`config.mk`:
```
export PLATFORM = sky130hd
export DESIGN_NAME = mdu_top
export DESIGN_NICKNAME = d
export VERILOG_FILES = /design/src/rtl/mdu_pkg.sv /design/src/rtl/mdu_addsub.sv /design/src/rtl/mdu_ctrl.sv /design/src/rtl/mdu_dp.sv /design/src/rtl/mdu_top.sv
export SDC_FILE = /design/constraint.sdc
export NUM_CORES = 1
export LEC_CHECK = 0
export ABC_CLOCK_PERIOD_IN_PS = 6140
export BUFFER_PORTS_ARGS = -buffer_cell sky130_fd_sc_hd__buf_4
export CORE_MARGIN = 2
export CORE_UTILIZATION = 44
export DETAILED_ROUTE_END_ITERATION = 8
export SYNTH_ARGS = -nofsm -noshare
export SYNTH_HDL_FRONTEND = slang
export SYNTH_SLANG_ARGS = --single-unit
```
`constraint.sdc`:
```
create_clock -name clk_i -period 6.14 [get_ports clk_i]
set_clock_uncertainty 0.05 [all_clocks]
set_input_delay 1.228 -clock clk_i [delete_from_list [all_inputs] [get_ports clk_i]]
set_output_delay 1.228 -clock clk_i [all_outputs]
set_load 0.05 [all_outputs]
```
`src/rtl/mdu_pkg.sv`:
```
package mdu_pkg;
  localparam int unsigned XLEN = 32;

  typedef enum logic [1:0] {
    ST_IDLE  = 2'd0,
    ST_SETUP = 2'd1,
    ST_ITER  = 2'd2,
    ST_FIX   = 2'd3
  } mdu_state_e;

  // op_i encoding
  localparam int unsigned OP_DIV_BIT = 0;
  localparam int unsigned OP_SGN_BIT = 1;
endpackage

```
`src/rtl/mdu_addsub.sv`:
```
module mdu_addsub #(
  parameter int unsigned N = 34
) (
  input  logic [N-1:0] x_i,
  input  logic [N-1:0] y_i,
  input  logic         sub_i,
  output logic [N-1:0] s_o
);
  logic [N-1:0] y_eff;
  assign y_eff = y_i ^ {N{sub_i}};
  assign s_o   = x_i + y_eff + N'(sub_i);
endmodule

```
`src/rtl/mdu_ctrl.sv`:
```
module mdu_ctrl
  import mdu_pkg::*;
#(
  parameter int unsigned W = 32
) (
  input  logic       clk_i,
  input  logic       rst_ni,
  input  logic       start_i,
  output mdu_state_e st_o,
  output logic       accept_o,
  output logic       done_o
);
  localparam int unsigned CW = (W > 1) ? $clog2(W) : 1;
  localparam logic [CW-1:0] LAST = CW'(W - 1);

  mdu_state_e st_q, st_d;
  logic [CW-1:0] cnt_q;
  logic          done_q;

  assign accept_o = (st_q == ST_IDLE) && start_i;

  always_comb begin
    st_d = st_q;
    unique case (st_q)
      ST_IDLE:  if (start_i) st_d = ST_SETUP;
      ST_SETUP: st_d = ST_ITER;
      ST_ITER:  if (cnt_q == LAST) st_d = ST_FIX;
      ST_FIX:   st_d = ST_IDLE;
      default:  st_d = ST_IDLE;
    endcase
  end

  always_ff @(posedge clk_i or negedge rst_ni) begin
    if (!rst_ni) begin
      st_q   <= ST_IDLE;
      cnt_q  <= '0;
      done_q <= 1'b0;
    end else begin
      st_q   <= st_d;
      done_q <= (st_q == ST_FIX);
      if (st_q == ST_SETUP)     cnt_q <= '0;
      else if (st_q == ST_ITER) cnt_q <= cnt_q + 1'b1;
    end
  end

  assign st_o   = st_q;
  assign done_o = done_q;

  assert_iter_exit_R6: assert property (@(posedge clk_i) disable iff (!rst_ni)
    (st_q == ST_ITER && cnt_q == LAST) |=> (st_q == ST_FIX));
  assert_iter_stay_R6: assert property (@(posedge clk_i) disable iff (!rst_ni)
    (st_q == ST_ITER && cnt_q != LAST) |=> (st_q == ST_ITER));
  assert_start_ignored_R7: assert property (@(posedge clk_i) disable iff (!rst_ni)
    (st_q != ST_IDLE && start_i) |=> (st_q != ST_SETUP));
endmodule

```
`src/rtl/mdu_dp.sv`:
```
module mdu_dp
  import mdu_pkg::*;
#(
  parameter int unsigned W = 32
) (
  input  logic         clk_i,
  input  logic         rst_ni,
  input  mdu_state_e   st_i,
  input  logic         accept_i,
  input  logic [1:0]   op_i,
  input  logic [W-1:0] a_i,
  input  logic [W-1:0] b_i,
  output logic [W-1:0] fix_hi_o,
  output logic [W-1:0] fix_lo_o
);
  localparam int unsigned AW = W + 2;

  logic [W-1:0] a_q, b_q, d_q, up_q, lo_q;
  logic         div_q, sgn_q, neg_lo_q, neg_hi_q;

  logic         a_neg, b_neg;
  logic [W-1:0] mag_a, mag_b;
  logic [W:0]   rem_sh;
  logic [AW-1:0] add_x, add_y, sum;
  logic         went_neg;

  assign a_neg = sgn_q & a_q[W-1];
  assign b_neg = sgn_q & b_q[W-1];
  assign mag_a = a_neg ? (~a_q + 1'b1) : a_q;
  assign mag_b = b_neg ? (~b_q + 1'b1) : b_q;

  // divide: trial subtract of divisor from shifted partial remainder
  // multiply: conditional add of multiplicand into upper half
  assign rem_sh = {up_q, lo_q[W-1]};
  assign add_x  = div_q ? {1'b0, rem_sh} : {2'b00, up_q};
  assign add_y  = (div_q || lo_q[0]) ? {2'b00, d_q} : '0;

  mdu_addsub #(.N(AW)) u_addsub (
    .x_i   (add_x),
    .y_i   (add_y),
    .sub_i (div_q),
    .s_o   (sum)
  );

  assign went_neg = sum[AW-1];

  always_ff @(posedge clk_i or negedge rst_ni) begin
    if (!rst_ni) begin
      a_q      <= '0;
      b_q      <= '0;
      d_q      <= '0;
      up_q     <= '0;
      lo_q     <= '0;
      div_q    <= 1'b0;
      sgn_q    <= 1'b0;
      neg_lo_q <= 1'b0;
      neg_hi_q <= 1'b0;
    end else begin
      unique case (st_i)
        ST_IDLE: if (accept_i) begin
          a_q   <= a_i;
          b_q   <= b_i;
          div_q <= op_i[OP_DIV_BIT];
          sgn_q <= op_i[OP_SGN_BIT];
        end
        ST_SETUP: begin
          d_q      <= mag_b;
          up_q     <= '0;
          lo_q     <= mag_a;
          neg_lo_q <= a_neg ^ b_neg;
          neg_hi_q <= div_q ? a_neg : (a_neg ^ b_neg);
        end
        ST_ITER: begin
          if (div_q) begin
            // restoring step: on a negative trial keep the unsubtracted value
            up_q <= went_neg ? rem_sh[W-1:0] : sum[W-1:0];
            lo_q <= {lo_q[W-2:0], ~went_neg};
          end else begin
            up_q <= sum[W:1];
            lo_q <= {sum[0], lo_q[W-1:1]};
          end
        end
        default: ;
      endcase
    end
  end

  logic [2*W-1:0] prod, prod_neg;
  assign prod     = {up_q, lo_q};
  assign prod_neg = ~prod + 1'b1;

  always_comb begin
    if (div_q) begin
      fix_hi_o = neg_hi_q ? (~up_q + 1'b1) : up_q;
      fix_lo_o = neg_lo_q ? (~lo_q + 1'b1) : lo_q;
    end else begin
      {fix_hi_o, fix_lo_o} = neg_lo_q ? prod_neg : prod;
    end
  end

  assert_rem_below_divisor_R4: assert property (@(posedge clk_i) disable iff (!rst_ni)
    (st_i == ST_ITER && div_q && d_q != '0) |-> (up_q < d_q));
  assert_mul_lo_reset_R2: assert property (@(posedge clk_i) disable iff (!rst_ni)
    (st_i == ST_SETUP) |=> (up_q == '0));
endmodule

```
`src/rtl/mdu_top.sv`:
```
module mdu_top
  import mdu_pkg::*;
#(
  parameter int unsigned W = XLEN
) (
  input  logic         clk_i,
  input  logic         rst_ni,
  input  logic         start_i,
  input  logic [1:0]   op_i,
  input  logic [W-1:0] a_i,
  input  logic [W-1:0] b_i,
  output logic         busy_o,
  output logic         done_o,
  output logic [W-1:0] hi_o,
  output logic [W-1:0] lo_o
);
  mdu_state_e   st;
  logic         accept;
  logic [W-1:0] fix_hi, fix_lo;
  logic [W-1:0] hi_q, lo_q;

  mdu_ctrl #(.W(W)) u_ctrl (
    .clk_i    (clk_i),
    .rst_ni   (rst_ni),
    .start_i  (start_i),
    .st_o     (st),
    .accept_o (accept),
    .done_o   (done_o)
  );

  mdu_dp #(.W(W)) u_dp (
    .clk_i    (clk_i),
    .rst_ni   (rst_ni),
    .st_i     (st),
    .accept_i (accept),
    .op_i     (op_i),
    .a_i      (a_i),
    .b_i      (b_i),
    .fix_hi_o (fix_hi),
    .fix_lo_o (fix_lo)
  );

  always_ff @(posedge clk_i or negedge rst_ni) begin
    if (!rst_ni) begin
      hi_q <= '0;
      lo_q <= '0;
    end else if (st == ST_FIX) begin
      hi_q <= fix_hi;
      lo_q <= fix_lo;
    end
  end

  assign busy_o = (st != ST_IDLE);
  assign hi_o   = hi_q;
  assign lo_o   = lo_q;

  assert_done_not_busy_R6: assert property (@(posedge clk_i) disable iff (!rst_ni)
    done_o |-> !busy_o);
  assert_done_follows_busy_R6: assert property (@(posedge clk_i) disable iff (!rst_ni)
    done_o |-> $past(busy_o));
  assert_result_hold_R8: assert property (@(posedge clk_i) disable iff (!rst_ni)
    !done_o |-> ($stable(hi_o) && $stable(lo_o)));
  assert_back_to_back_R10: assert property (@(posedge clk_i) disable iff (!rst_ni)
    (done_o && start_i) |=> busy_o);
endmodule

```
==> Implementation_results.wiki, run 1 <==
{| class="wikitable"
! Metric !! Value
|-
| Run status || complete, no violations
|-
| Period utilization || 78.8%
|-
| Initial antenna violation count || 0
|-
| # port buffers || 134
|-
| Half-perimeter wire length of the detailed placement result || 30.4 mm
|-
| Most common library cell in the layout ignoring fill and taps || sky130_fd_sc_hd__dfrtp_1
|-
| Cell variety after synth || 74
|-
| Maximum number of pins on one net before global-route repair || 125
|-
| Htree depth || 1
|-
| Per-instance average area after synthesis || 9.02 um2
|-
| Global-route total usage across every layer || 23.0%
|-
| Vias in the first global route || 12000
|-
| Number of setup buffers added after CTS || 0
|-
| Wirelength, routed || 41.5 mm
|-
| Initial standard-cell utilization of the core || 44.5%
|-
| CTS hold repair buffers || 0
|-
| CTS root buffer || sky130_fd_sc_hd__clkbuf_16
|-
| Total die area || 36300 um2
|-
| Post-Synthesis Cells || 1697
|-
| Biggest fanout along the worst timing path || 64
|-
| Fmax || 207 MHz
|-
| Wire length of the first global-routing pass || 67.1 mm
|-
| Clock Sink Count || 236
|-
| Number of buffers inserted during clock tree synthesis || 28
|-
| Hold Fails Final Rpt || 0
|-
| Max-cap viol count || 0
|-
| Worst min-delay path startpoint || hi_o[8]$_DFFE_PN0P_
|-
| Layout fillers || 3300
|-
| Count of cells resized by post-cts repair || 0
|-
| Post-Synthesis Net Count || 1809
|-
| Minimum setup slack among reg-to-reg paths || 1.30 ns
|-
| Most frequent cells in the layout || 235 x sky130_fd_sc_hd__dfrtp_1, 172 x sky130_fd_sc_hd__nor2_1, 167 x sky130_fd_sc_hd__a21oi_1
|-
| Detailed-route vias per instance || 5.70
|-
| Endpoint of the worst hold-timing path || hi_o[8]$_DFFE_PN0P_
|-
| Number of antenna repair diodes || 0
|-
| Worst Reg2Reg Path Length in Cells || 12
|-
| Area used by multi-input combinational logic || 8730 um2
|-
| Gr ovfl total || 0
|-
| Detail-routed net length per standard cell || 18.6 um
|-
| Setup repair after global routing missed its margin || no
|-
| Largest stage delay on the critical path || 0.84 ns
|-
| Sequential cell area || 5910 um2
|-
| Standard-cell row count || 68
|-
| Die outline width || 191 um
|-
| Total I/O pin count || 135
|-
| Number of enable-type register cells in the synthesized netlist || 0
|-
| DRC violation total after the first TritonRoute iteration || 1088
|-
| Mapped Area || 15300 um2
|-
| Antenna-violating nets left || 0
|-
| Kind of capture point of the worst setup path || flip-flop
|-
| Bufs and invs on worst path || 1
|-
| Final-layout setup total negative slack || 0 ns
|-
| Final setup violation count || 0
|-
| Share of flip-flops with an asynchronous set or reset after synthesis || 100%
|-
| Critical path data required time || 6.52 ns
|-
| Crit path cell chain || nor2_1, buf_4, mux2_2, ha_1, nand2_1, nor3_1, o211ai_1, a21oi_1, a31o_2, and2_1, mux2_1, a221o_1
|-
| Syn-to-layout area delta || 14.3%
|-
| Launching element type of the critical path || flip-flop
|-
| Total iterations of the first detailed-routing run || 6
|-
| Total number of cells along the worst setup path || 12
|-
| Total DRC errors in the routed layout || 0
|-
| Yosys reg bits || 236
|-
| Sequential element share of the synthesized area || 38.6%
|-
| Hold crit path type || reg -> reg
|-
| Final GP Congestion || 0.913
|-
| Slew margin rel. || 25.7%
|-
| Area inside the core boundary || 34400 um2
|-
| Worst skew pair latency || 0.56 ns
|-
| Critical-path cell with the highest stage delay || sky130_fd_sc_hd__dfrtp_4
|-
| CTS tree || done
|-
| Ratio of cells with drive above 1 in the final layout || 20.6%
|-
| Number of nets in the finished design || 1869
|-
| Die Height || 191 um
|-
| Synth Warn # || 0
|-
| Kind of critical path || reg -> reg
|-
| Transition time at the pin with the least slew margin || 1.11 ns
|-
| WP data arrival || 5.22 ns
|-
| FF-to-FF Start || u_dp.div_q$_DFFE_PN0P_
|-
| Dominant register cell in the synthesized netlist || sky130_fd_sc_hd__dfrtp_1
|-
| Gate family responsible for the most delay along the worst path || simple AND/OR/NAND/NOR gates
|-
| Clock slew at reported path FFs || 0.06 ns
|-
| Final Critical Period || 4.84 ns
|-
| Max-slew violation count || 0
|-
| Maximum clock insertion buffer count || 3
|-
| Instance count along the most critical hold path || 1
|-
| Vias || 12700
|-
| Terminus of the critical flop-to-flop path || u_dp.up_q[16]$_DFFE_PN0P_
|}
metrics by stage:
step	std cells	utilization (%)	setup slack (ns)	hold WS, ns	instance area, um2
2_1_floorplan	1697	-	1.79	0.429	15300
3_3_place_gp	2182	48.2	1.36	0.442	16600
3_5_place_dp	2182	48.2	1.30	0.447	16600
4_1_cts	2231	50.9	1.28	0.460	17500
5_1_grt	2231	50.9	0.936	0.477	17500
6_report	2231	50.9	1.30	0.456	17500
cell usage after synthesis (all sizes together), types with 6 or more instances:
cell type	count	area (um2)
xor2	63	552
clkbuf	99	374
a21oi	168	845
ha	42	526
nand4	9	62.6
o211ai	60	450
nor3	25	130
inv	64	240
o41ai	10	87.6
and3	6	37.5
xnor2	88	771
o31ai	22	165
nor2	173	652
nand2	122	458
or4	11	91.3
nor4	15	139
nand3	24	120
nor2b	9	56.3
buf	15	80.1
a21o	12	90.1
o21ai	134	682
mux2	152	1710
o22ai	8	50.1
dfrtp	236	5910
or3	21	141
a31oi	20	125
mux2i	10	100
and2	10	62.6
worst max path at each step:
| stage | slack (ns) | end | start |
|---|---|---|---|
| 3_5_place_dp | 1.30 | u_dp.up_q[16]$_DFFE_PN0P_ | u_dp.div_q$_DFFE_PN0P_ |
| 2_1_floorplan | 1.79 | u_dp.up_q[16]$_DFFE_PN0P_ | u_dp.div_q$_DFFE_PN0P_ |
| 6_report | 1.30 | u_dp.up_q[16]$_DFFE_PN0P_ | u_dp.div_q$_DFFE_PN0P_ |
| 4_1_cts | 1.28 | u_dp.up_q[16]$_DFFE_PN0P_ | u_dp.div_q$_DFFE_PN0P_ |
| 5_1_grt | 0.94 | u_dp.up_q[16]$_DFFE_PN0P_ | u_dp.div_q$_DFFE_PN0P_ |
| 3_3_place_gp | 1.36 | u_dp.up_q[16]$_DFFE_PN0P_ | u_dp.div_q$_DFFE_PN0P_ |
state kept, by name, summed over array words and instances, names as in the netlist, 2 cells and up:
name,flops
hi_o,32
u_dp.a_q,32
u_dp.d_q,32
u_ctrl.cnt_q,5
u_dp.b_q,32
lo_o,32
u_dp.up_q,32
u_dp.lo_q,32
u_ctrl.st_o,2
routing by layer:
metal	GRT usage (%)	share of wire [%]
met5	0	0
met3	2.72	6.7
met2	31.4	39
met1	37.8	52
met4	5.46	1.9
logic make-up (layout without fill, tap and decap cells):
family / after synthesis / in the layout / share of synthesized area (%)
AOI/OAI and AO/OA: 478 / 478 / 18.7
xor gates and xnor gates: 151 / 151 / 8.64
adders and majority gates: 43 / 43 / 3.56
buffers and inverters: 178 / 257 / 4.54
DFF: 236 / 236 / 38.6
muxes: 162 / 162 / 11.8
and+or+nand+nor: 449 / 449 / 14.1
cell type report:
| type | count | share of cell area, % |
|---|---|---|
| multi-input combinational | 1283 | 49.9 |
| sequential | 236 | 33.8 |
| timing repair buffer | 144 | 6.29 |
| clock buffer | 39 | 4.58 |
| tap | 455 | 3.25 |
| inverter | 64 | 1.37 |
| clock inverter | 10 | 0.801 |
Power of run 1 is not shown: default switching activity piles up to over one toggle a cycle in this logic, so the estimate is an artifact.
==> run 2: changes to the inputs <==
--- a/config.mk
+++ b/config.mk
@@ -5,7 +5,7 @@
 export SDC_FILE = /design/constraint.sdc
 export NUM_CORES = 1
 export LEC_CHECK = 0
-export ABC_CLOCK_PERIOD_IN_PS = 6140
+export ABC_CLOCK_PERIOD_IN_PS = 3940
 export BUFFER_PORTS_ARGS = -buffer_cell sky130_fd_sc_hd__buf_4
 export CORE_MARGIN = 2
 export CORE_UTILIZATION = 44
==> constraint.sdc (replaced) <==
create_clock -name clk_i -period 3.94 [get_ports clk_i]
set_clock_uncertainty 0.05 [all_clocks]
set_input_delay 0.788 -clock clk_i [delete_from_list [all_inputs] [get_ports clk_i]]
set_output_delay 0.788 -clock clk_i [all_outputs]
set_load 0.05 [all_outputs]
==> run 2 against run 1 <==
  * Die area unchanged
  * Design area increased by 2.3%
  * Sequential cell count unchanged
  * Wire length increased by 0.95%
==> Implementation_results.wiki, run 2 (synthesized netlist as in run 1, its figures left out) <==
{| class="wikitable"
! Metric !! Value
|-
| Run status || complete, no violations
|-
| Total iterations of the first detailed-routing run || 6 (unchanged)
|-
| CTS root buffer || sky130_fd_sc_hd__clkbuf_16
|-
| Critical path data required time || 4.34 ns (-2.18 ns)
|-
| Antenna-violating nets left || 0 (unchanged)
|-
| Clock Sink Count || 236 (unchanged)
|-
| Most common library cell in the layout ignoring fill and taps || sky130_fd_sc_hd__dfrtp_1
|-
| Final setup violation count || 0 (unchanged)
|-
| Half-perimeter wire length of the detailed placement result || 31.0 mm (+1.7%)
|-
| Launching element type of the critical path || flip-flop
|-
| Transition time at the pin with the least slew margin || 1.09 ns (-0.0210 ns)
|-
| Gr ovfl total || 0 (unchanged)
|-
| Biggest fanout along the worst timing path || 47 (-27%)
|-
| DRC violation total after the first TritonRoute iteration || 1087 (-0.092%)
|-
| Maximum number of pins on one net before global-route repair || 99 (-21%)
|-
| Number of nets in the finished design || 1910 (+2.2%)
|-
| Worst Reg2Reg Path Length in Cells || 13 (+1)
|-
| Largest stage delay on the critical path || 0.50 ns (-0.34 ns)
|-
| Met2 wire len || 16.9 mm (+3.3%)
|-
| Hold crit path type || in -> async
|-
| Die Height || 191 um (unchanged)
|-
| Final GP Congestion || 0.946 (+3.5%)
|-
| Die outline width || 191 um (unchanged)
|-
| Maximum clock insertion buffer count || 3 (unchanged)
|-
| Total I/O pin count || 135 (unchanged)
|-
| Worst skew pair latency || 0.56 ns (about the same)
|-
| Number of setup buffers added after CTS || 0 (unchanged)
|-
| Fmax || 268 MHz (+30%)
|-
| Slew margin rel. || 27.1% (+1.4 points)
|-
| Total die area || 36300 um2 (unchanged)
|-
| Wirelength, routed || 41.9 mm (+0.95%)
|-
| Standard-cell row count || 68 (unchanged)
|-
| Initial antenna violation count || 0 (unchanged)
|-
| Total DRC errors in the routed layout || 0 (unchanged)
|-
| Setup repair after global routing missed its margin || no
|-
| Detail-routed net length per standard cell || 18.4 um (-0.92%)
|-
| Ratio of cells with drive above 1 in the final layout || 22.7% (+2.1 points)
|-
| Wire length of the first global-routing pass || 67.5 mm (+0.66%)
|-
| Number of buffers inserted during clock tree synthesis || 28 (unchanged)
|-
| Number of antenna repair diodes || 0 (unchanged)
|-
| Vias in the first global route || 12100 (+0.56%)
|-
| Global-route total usage across every layer || 23.1% (+0.068 points)
|-
| Detailed-route vias per instance || 5.66 (-0.81%)
|-
| Final Critical Period || 3.73 ns (-1.11 ns)
|-
| Highest signal layer in the routed design || met4
|-
| Crit path cell chain || buf_12, and3b_1, or2_2, fa_1, nor2b_1, o2111ai_1, nand3_1, a21oi_1, nor4_1, o22ai_1, o21bai_1, a211oi_1, o41ai_1
|-
| Htree depth || 1 (unchanged)
|-
| Kind of capture point of the worst setup path || flip-flop
|-
| Worst Setup Slack, final || 0.212 ns (-1.09 ns)
|-
| Final-layout setup total negative slack || 0 ns (unchanged)
|-
| Max-slew violation count || 0 (unchanged)
|-
| Hold Fails Final Rpt || 0 (unchanged)
|-
| WP data arrival || 4.13 ns (-1.09 ns)
|-
| Kind of critical path || reg -> reg
|-
| Vias || 12900 (+1.1%)
|-
| CTS hold repair buffers || 0 (unchanged)
|-
| Met1 WL || 21.7 mm (+0.47%)
|-
| Max-cap viol count || 0 (unchanged)
|-
| # port buffers || 134 (unchanged)
|-
| Syn-to-layout area delta || 16.9%
|-
| Most frequent cells in the layout || 235 x sky130_fd_sc_hd__dfrtp_1, 179 x sky130_fd_sc_hd__buf_4, 172 x sky130_fd_sc_hd__nor2_1
|-
| Period utilization || 94.6% (+16 points)
|-
| Clock slew at reported path FFs || 0.06 ns (about the same)
|-
| Amount of wire on met3 after detailed routing || 2.58 mm (-7.2%)
|-
| CTS tree || done
|-
| Area inside the core boundary || 34400 um2 (unchanged)
|-
| Finished Core Util || 52.1% (+1.2 points)
|-
| Initial standard-cell utilization of the core || 44.5% (unchanged)
|-
| Placement-stage worst setup slack || 0.231 ns (-1.07 ns)
|-
| Critical-path cell with the highest stage delay || sky130_fd_sc_hd__dfrtp_4
|}
==> run 2: critical path, delay by kind of cell (launching register included) <==
kind,cells,cell delay (ns)
AO/OA/AOI/OAI,6,1.18
adder cells (fa/ha/maj),1,0.40
buffers and inverters,1,0.19
flip-flops,1,0.50
AND/OR/NAND/NOR,5,1.26
==> run 2: final timing paths <==
path | end | startpoint | slack [ns]
max | u_dp.up_q[31]$_DFFE_PN0P_ | u_dp.div_q$_DFFE_PN0P_ | 0.21
min in group clk_i | u_dp.a_q[17]$_DFFE_PN0P_ | a_i[17] | 0.42
min | u_dp.b_q[15]$_DFFE_PN0P_ | rst_ni | 0.20
min reg2reg | hi_o[6]$_DFFE_PN0P_ | hi_o[6]$_DFFE_PN0P_ | 0.46
max reg2reg | u_dp.up_q[31]$_DFFE_PN0P_ | u_dp.div_q$_DFFE_PN0P_ | 0.21
max in group asynchronous | lo_o[2]$_DFFE_PN0P_ | rst_ni | 2.71
==> run 2: layer usage <==
metal,up-vias,global-route usage [%]
li1,6258,-
met1,6151,37.6
met2,394,32.2
met3,51,3.02
met4,0,4.32
met5,-,0
==> run 2: final cells by class <==
class | instances | area (um2)
Clock buffer | 40 | 816
Clock inverter | 10 | 165
Fill cell | 3269 | 16500
Inverter | 64 | 240
Multi-Input combinational cell | 1283 | 8750
Sequential cell | 236 | 5910
Tap cell | 455 | 569
Timing Repair Buffer | 185 | 1450
==> run 2: stage by stage <==
| stage | instance area (um2) | hold WS, ns | instances |
|---|---|---|---|
| after floorplan | 15300 | 0.429 | 1697 |
| after global placement | 16900 | 0.443 | 2223 |
| after detailed placement | 16900 | 0.452 | 2223 |
| after CTS | 17900 | 0.248 | 2273 |
| after global routing | 17900 | 0.278 | 2273 |
| final | 17900 | 0.197 | 2273 |
==> run 2: what timing repair did <==
item	in CTS	in global routing
endpoints found under the hold margin	0	0
endpoints found under the setup margin	0	5
resized for setup	0	3
Power of run 2 is left out for the same reason.
